<file path="src/rtl/scpbank_pkg.sv">
package scpbank_pkg;
  localparam int DATA_W    = 32;
  localparam int NUM_REGS  = 8;
  localparam int IDX_W     = $clog2(NUM_REGS);
  localparam int FIELD_W   = 4;
  localparam int FIELD_LSB = 16;
  localparam int CFG_W     = 4;
  localparam int CFG_LSB   = 4;
  localparam int ID_IDX    = 0;
  localparam int CTRL_IDX  = 1;
  localparam logic [DATA_W-1:0] ID_VALUE = 32'h41440110;

  typedef struct packed {
    logic              wrEn;
    logic [IDX_W-1:0]  wrIdx;
    logic [DATA_W-1:0] wrData;
    logic              coreRd;
    logic [IDX_W-1:0]  coreRdIdx;
    logic              dbgRd;
    logic              dbgRdOk;
    logic [IDX_W-1:0]  dbgRdIdx;
  } strobeT;
endpackage

</file>
<file path="src/rtl/scpbank_ctrl.sv">
module scpbank_ctrl
  import scpbank_pkg::*;
(
  input  logic               xferValid,
  input  logic               xferWrite,
  input  logic [DATA_W-1:0]  xferInstr,
  input  logic [DATA_W-1:0]  xferWdata,
  input  logic               dbgValid,
  input  logic               dbgWrite,
  input  logic [FIELD_W-1:0] dbgIndex,
  input  logic [DATA_W-1:0]  dbgWdata,
  output strobeT             strb
);
  logic [IDX_W-1:0] coreIdx;
  logic             dbgInRange;
  logic             coreWr;
  logic             dbgWr;

  // Only the low bits of the instruction field select an entry.
  assign coreIdx    = xferInstr[FIELD_LSB +: IDX_W];
  assign dbgInRange = (int'(dbgIndex) < NUM_REGS);
  assign coreWr     = xferValid & xferWrite;
  assign dbgWr      = dbgValid & dbgWrite & dbgInRange;

  always_comb begin
    strb           = '0;
    strb.wrEn      = coreWr | dbgWr;
    strb.wrIdx     = coreWr ? coreIdx : dbgIndex[IDX_W-1:0];
    strb.wrData    = coreWr ? xferWdata : dbgWdata;
    strb.coreRd    = xferValid & ~xferWrite;
    strb.coreRdIdx = coreIdx;
    strb.dbgRd     = dbgValid & ~dbgWrite;
    strb.dbgRdOk   = dbgInRange;
    strb.dbgRdIdx  = dbgIndex[IDX_W-1:0];
  end
endmodule

</file>
<file path="src/rtl/scpbank_datapath.sv">
module scpbank_datapath
  import scpbank_pkg::*;
(
  input  logic              clk,
  input  logic              rstN,
  input  logic [CFG_W-1:0]  strapCfg,
  input  strobeT            strb,
  output logic [DATA_W-1:0] coreRdata,
  output logic [DATA_W-1:0] dbgRdata,
  output logic [CFG_W-1:0]  cfgOut,
  output logic              reconfigPulse
);
  logic [DATA_W-1:0] regFile [NUM_REGS];

  for (genvar i = 0; i < NUM_REGS; i++) begin : g_entry
    if (i == ID_IDX) begin : g_id
      assign regFile[i] = ID_VALUE;
    end else if (i == CTRL_IDX) begin : g_ctrl
      always_ff @(posedge clk) begin
        if (!rstN)
          regFile[i] <= DATA_W'({strapCfg, {CFG_LSB{1'b0}}});
        else if (strb.wrEn && int'(strb.wrIdx) == i)
          regFile[i] <= strb.wrData;
      end
    end else begin : g_plain
      always_ff @(posedge clk) begin
        if (!rstN)
          regFile[i] <= '0;
        else if (strb.wrEn && int'(strb.wrIdx) == i)
          regFile[i] <= strb.wrData;
      end
    end
  end

  assign cfgOut = regFile[CTRL_IDX][CFG_LSB +: CFG_W];

  always_ff @(posedge clk) begin
    if (!rstN) begin
      reconfigPulse <= 1'b0;
      coreRdata     <= '0;
      dbgRdata      <= '0;
    end else begin
      reconfigPulse <= strb.wrEn && (int'(strb.wrIdx) == CTRL_IDX);
      if (strb.coreRd)
        coreRdata <= regFile[strb.coreRdIdx];
      if (strb.dbgRd)
        dbgRdata <= strb.dbgRdOk ? regFile[strb.dbgRdIdx] : '0;
    end
  end

  // a plain entry not targeted by a write keeps its value
  a_r8_plain_hold: assert property (@(posedge clk) disable iff (!rstN)
    !(strb.wrEn && int'(strb.wrIdx) == 2) |=> $stable(regFile[2]));
endmodule

</file>
<file path="src/rtl/scpbank_top.sv">
module scpbank_top
  import scpbank_pkg::*;
(
  input  logic               clk,
  input  logic               rstN,
  input  logic               strapProgWide,
  input  logic               strapDataWide,
  input  logic               strapLateAbort,
  input  logic               strapBigEnd,
  input  logic               xferValid,
  input  logic               xferWrite,
  input  logic [DATA_W-1:0]  xferInstr,
  input  logic [DATA_W-1:0]  xferWdata,
  output logic [DATA_W-1:0]  xferRdata,
  input  logic               dbgValid,
  input  logic               dbgWrite,
  input  logic [FIELD_W-1:0] dbgIndex,
  input  logic [DATA_W-1:0]  dbgWdata,
  output logic [DATA_W-1:0]  dbgRdata,
  output logic               cfgProgWide,
  output logic               cfgDataWide,
  output logic               cfgLateAbort,
  output logic               cfgBigEnd,
  output logic               reconfigPulse
);
  strobeT           strb;
  logic [CFG_W-1:0] cfgVec;

  scpbank_ctrl u_ctrl (
    .xferValid(xferValid), .xferWrite(xferWrite), .xferInstr(xferInstr),
    .xferWdata(xferWdata), .dbgValid(dbgValid), .dbgWrite(dbgWrite),
    .dbgIndex(dbgIndex), .dbgWdata(dbgWdata), .strb(strb)
  );

  scpbank_datapath u_dp (
    .clk(clk), .rstN(rstN),
    .strapCfg({strapBigEnd, strapLateAbort, strapDataWide, strapProgWide}),
    .strb(strb), .coreRdata(xferRdata), .dbgRdata(dbgRdata),
    .cfgOut(cfgVec), .reconfigPulse(reconfigPulse)
  );

  assign {cfgBigEnd, cfgLateAbort, cfgDataWide, cfgProgWide} = cfgVec;

  // Port-level views used only by the properties below.
  logic coreWrCtrl, dbgWrCtrl, dbgWrOut, coreRdId, coreRdCtrl;
  assign coreWrCtrl = xferValid && xferWrite && int'(xferInstr[FIELD_LSB +: IDX_W]) == CTRL_IDX;
  assign dbgWrCtrl  = dbgValid && dbgWrite && int'(dbgIndex) == CTRL_IDX;
  assign dbgWrOut   = dbgValid && dbgWrite && int'(dbgIndex) >= NUM_REGS;
  assign coreRdId   = xferValid && !xferWrite && int'(xferInstr[FIELD_LSB +: IDX_W]) == ID_IDX;
  assign coreRdCtrl = xferValid && !xferWrite && int'(xferInstr[FIELD_LSB +: IDX_W]) == CTRL_IDX;

  a_r2_id_read: assert property (@(posedge clk) disable iff (!rstN)
    coreRdId |=> xferRdata == ID_VALUE);

  a_r5_pulse_after_write: assert property (@(posedge clk) disable iff (!rstN)
    coreWrCtrl |=> reconfigPulse);

  a_r4_cfg_steady: assert property (@(posedge clk) disable iff (!rstN)
    !(coreWrCtrl || dbgWrCtrl) |=> $stable(cfgVec));

  a_r7_oob_no_pulse: assert property (@(posedge clk) disable iff (!rstN)
    (dbgWrOut && !(xferValid && xferWrite)) |=> !reconfigPulse);

  a_r4_cfg_readback: assert property (@(posedge clk) disable iff (!rstN)
    coreRdCtrl |=> xferRdata[CFG_LSB +: CFG_W] == $past(cfgVec));
endmodule

</file>
<file path="config.mk">
export PLATFORM = sky130hd
export DESIGN_NAME = scpbank_top
export DESIGN_NICKNAME = d
export VERILOG_FILES = /design/src/rtl/scpbank_pkg.sv /design/src/rtl/scpbank_ctrl.sv /design/src/rtl/scpbank_datapath.sv /design/src/rtl/scpbank_top.sv
export SDC_FILE = /design/constraint.sdc
export NUM_CORES = 1
export LEC_CHECK = 0
export BUFFER_PORTS_ARGS = -buffer_cell sky130_fd_sc_hd__clkbuf_2
export CAP_MARGIN = 20
export CELL_PAD_IN_SITES_DETAIL_PLACEMENT = 1
export CELL_PAD_IN_SITES_GLOBAL_PLACEMENT = 1
export CORE_UTILIZATION = 40
export DETAILED_ROUTE_END_ITERATION = 8
export GPL_TIMING_DRIVEN = 0
export PLACE_DENSITY = 0.82
export SYNTH_ARGS = -nofsm -noshare
export SYNTH_HDL_FRONTEND = slang
export SYNTH_SLANG_ARGS = --single-unit
</file>
<file path="constraint.sdc">
create_clock -name clk -period 4.4 [get_ports clk]
set_input_delay 0.44 -clock clk [delete_from_list [all_inputs] [get_ports clk]]
set_output_delay 0.44 -clock clk [all_outputs]
set_load 0.01 [all_outputs]
</file>
==> results.ini <==
[status]
status=completed

[detailed_routing]
first_pass_iters=5
wirelength_mm=53.57
post-route-drc-count=0
wl_per_cell_um=26.68
vias=12336
vias_per_cell=6.143
drt-initial-drc-count=1117
ant_nets=0

[setup_path]
path_class=in -> reg
cp.required_ps=4610
arrival_ps=2610
critPathMaxFanout=10
end_kind=flop
startpoint_type=input pin

[final_layout]
antennaDiodeCount=0
area_growth_pct=16.43
num-nets-final=1640
drive_above_1_share=0.2646

[synthesis]
yosysMostFrequentCell=dfxtp_1
syn-cell-area_um2=14140
yosys.area.top_type_share=0.4036
avgSynthCellArea_um2=10.48
yosys.area.top_type=dfxtp_1
synth.yosys.seq_area_share=0.4121
async_flop_share=0
netlist_instances=1349
netlist-cell-type-count=46
synth-main-ff-cell=dfxtp_1
synth_edf_count=4
yosys_warnings=0
syn-num-nets=1459
ys_ff_latch=289
synth_commonest_cells=285 x dfxtp_1, 283 x nand2_1, 233 x mux2i_1
synth_area_leaders=dfxtp_1 40%, mux2i_1 16%, mux4_2 10%

[grt]
track_usage=0.2952
grt_antenna_before_repair=0
grt_max_degree=15
grt_overflow=0
grt_pass1_vias=13108
grt_pass1_wl_mm=79.42

[power_and_ir_drop]
irDropWorstVdd_uv=293.3
pwr-share-seq=0.452
combPwrFrac=0.114
power.density_nw_per_um2=367.3
power.total_mw=6.046
p_sw_frac=0.2645
p_int_mw=4.447
switchingPower_mw=1.599
clkPwrFrac=0.434
cellLeakagePower_nw=7.076

[clocking]
post_cts_buffers=0
clk_pin_slew_ps=60
cts.htree.levels=1
root_buffer=clkbuf_16
clk_latency_ps=570
cts_buffers=31
clock_sinks=289
cts_resized=0
cts_tree=yes
cts.path.max_buffers=3
cts-hold-fix-buffers=0

[sta]
max_slew.worst_pin.slew_ps=1111
fin_crit_sh=0.5453
fmax_ghz=0.4168
drv_slew=0
rsz0062_at_grt=false
finClkSkew_ps=13.08
setup_viol=0
fin_tns_setup_ps=0
relSlewSlack=0.2591
hold_viol=0
min_period_ps=2399

[die]
start_util=0.4083
die_width_um=190
row_count=68
io_pins=179
die-height_um=190
core_area_um2=34630
die_area_um2=36100

[place]
port_buffers=147
gp_congestion=0.8954
dp_hpwl_mm=36.45

[worst_hold_path]
hp-class=in -> reg

[flow_run]
max_cap_viol_count=0

[sequential cells by signal (all words and copies together), names as in the netlist]
signal	count
u_dp.reconfigPulse	1
u_dp.dbgRdata	32
u_dp.coreRdata	32
u_dp.cfgOut	4
u_dp.regFile	220
[critical path: stages]
cell	delay, ps
clkbuf_1	400
clkbuf_1	550
clkbuf_1	790
nand2_1	420
[layout make-up]
type	instances	area [um2]
Buffer	124	669.4
Clock buffer	45	898.4
Clock inverter	11	111.4
Fill cell	3901	18170
Inverter	8	30.03
Multi-Input combinational cell	928	7612
Sequential cell	289	5826
Tap cell	455	569.3
Timing Repair Buffer	148	743.2
[kinds of logic after synthesis]
logic type             Yosys count  share of synthesized area
muxes                          382                     0.3354
and+or+nand+nor                362                     0.1058
DFF                            289                     0.4121
AOI/OAI and AO/OA              184                    0.09727
buffers and inverters          132                    0.04947
[stage by stage]
stage | util | hold slack, ps | setup slack (ps) | area [um2] | std cells
detailed placement | 0.4462 | 458.4 | 1594 | 15450 | 1952
finish | 0.4753 | 178.2 | 2001 | 16460 | 2008
global route | 0.4753 | 179.0 | 2056 | 16460 | 2008
CTS | 0.4753 | 163.3 | 2183 | 16460 | 2008
global placement | 0.4459 | 445.9 | 1688 | 15440 | 1951
floorplan | - | 438.5 | 2523 | 14140 | 1349
[layer usage]
layer  part of all wire  wire (um)  vias up  track usage
li1                   -          -     5263            -
met4              0.052       2790        0       0.1461
met5                  0          0        -            0
met2               0.47      25160      662       0.4919
met3              0.083       4435      169      0.05036
met1               0.40      21190     6242       0.3678
[layout by cell type, fill, tap and decap left out, types with 9 or more instances in the layout]
cell	count
o31ai_1	23
mux2_2	84
dfxtp_1	285
nor2b_1	9
o21ai_0	34
a221oi_1	41
buf_2	28
nand2_1	283
clkbuf_2	147
nor3_1	10
a22o_1	26
a21oi_1	19
mux4_2	64
nand3_1	23
clkbuf_1	73
a22oi_1	26
nor2_1	19
clkbuf_16	31
mux2i_1	233
buf_4	12
buf_6	14
[path summary, 6_finish.rpt]
path | from | endpoint | slack, ps | cells after the start
worst min register to register | u_dp.coreRdata[0] | u_dp.coreRdata[0] | 470 | 2
worst min-delay path | strapLateAbort | u_dp.cfgOut[2] | 180 | 2
worst max register to register | u_dp.regFile[102] | u_dp.coreRdata[6] | 3010 | 3
worst max-delay path | rstN | u_dp.cfgOut[2] | 2000 | 4
[power by group through the flow]
| stage | clock network, mW | logic [mW] | registers [mW] |
|---|---|---|---|
| after floorplan | 0 | 0.396 | 2.78 |
| after global placement | 0 | 0.647 | 2.78 |
| after detailed placement | 0 | 0.666 | 2.79 |
| after CTS | 2.64 | 0.672 | 2.73 |
| after global routing | 2.74 | 0.714 | 2.74 |
| final | 2.63 | 0.687 | 2.73 |
No activity file was read; power rests on OpenSTA's default activity.
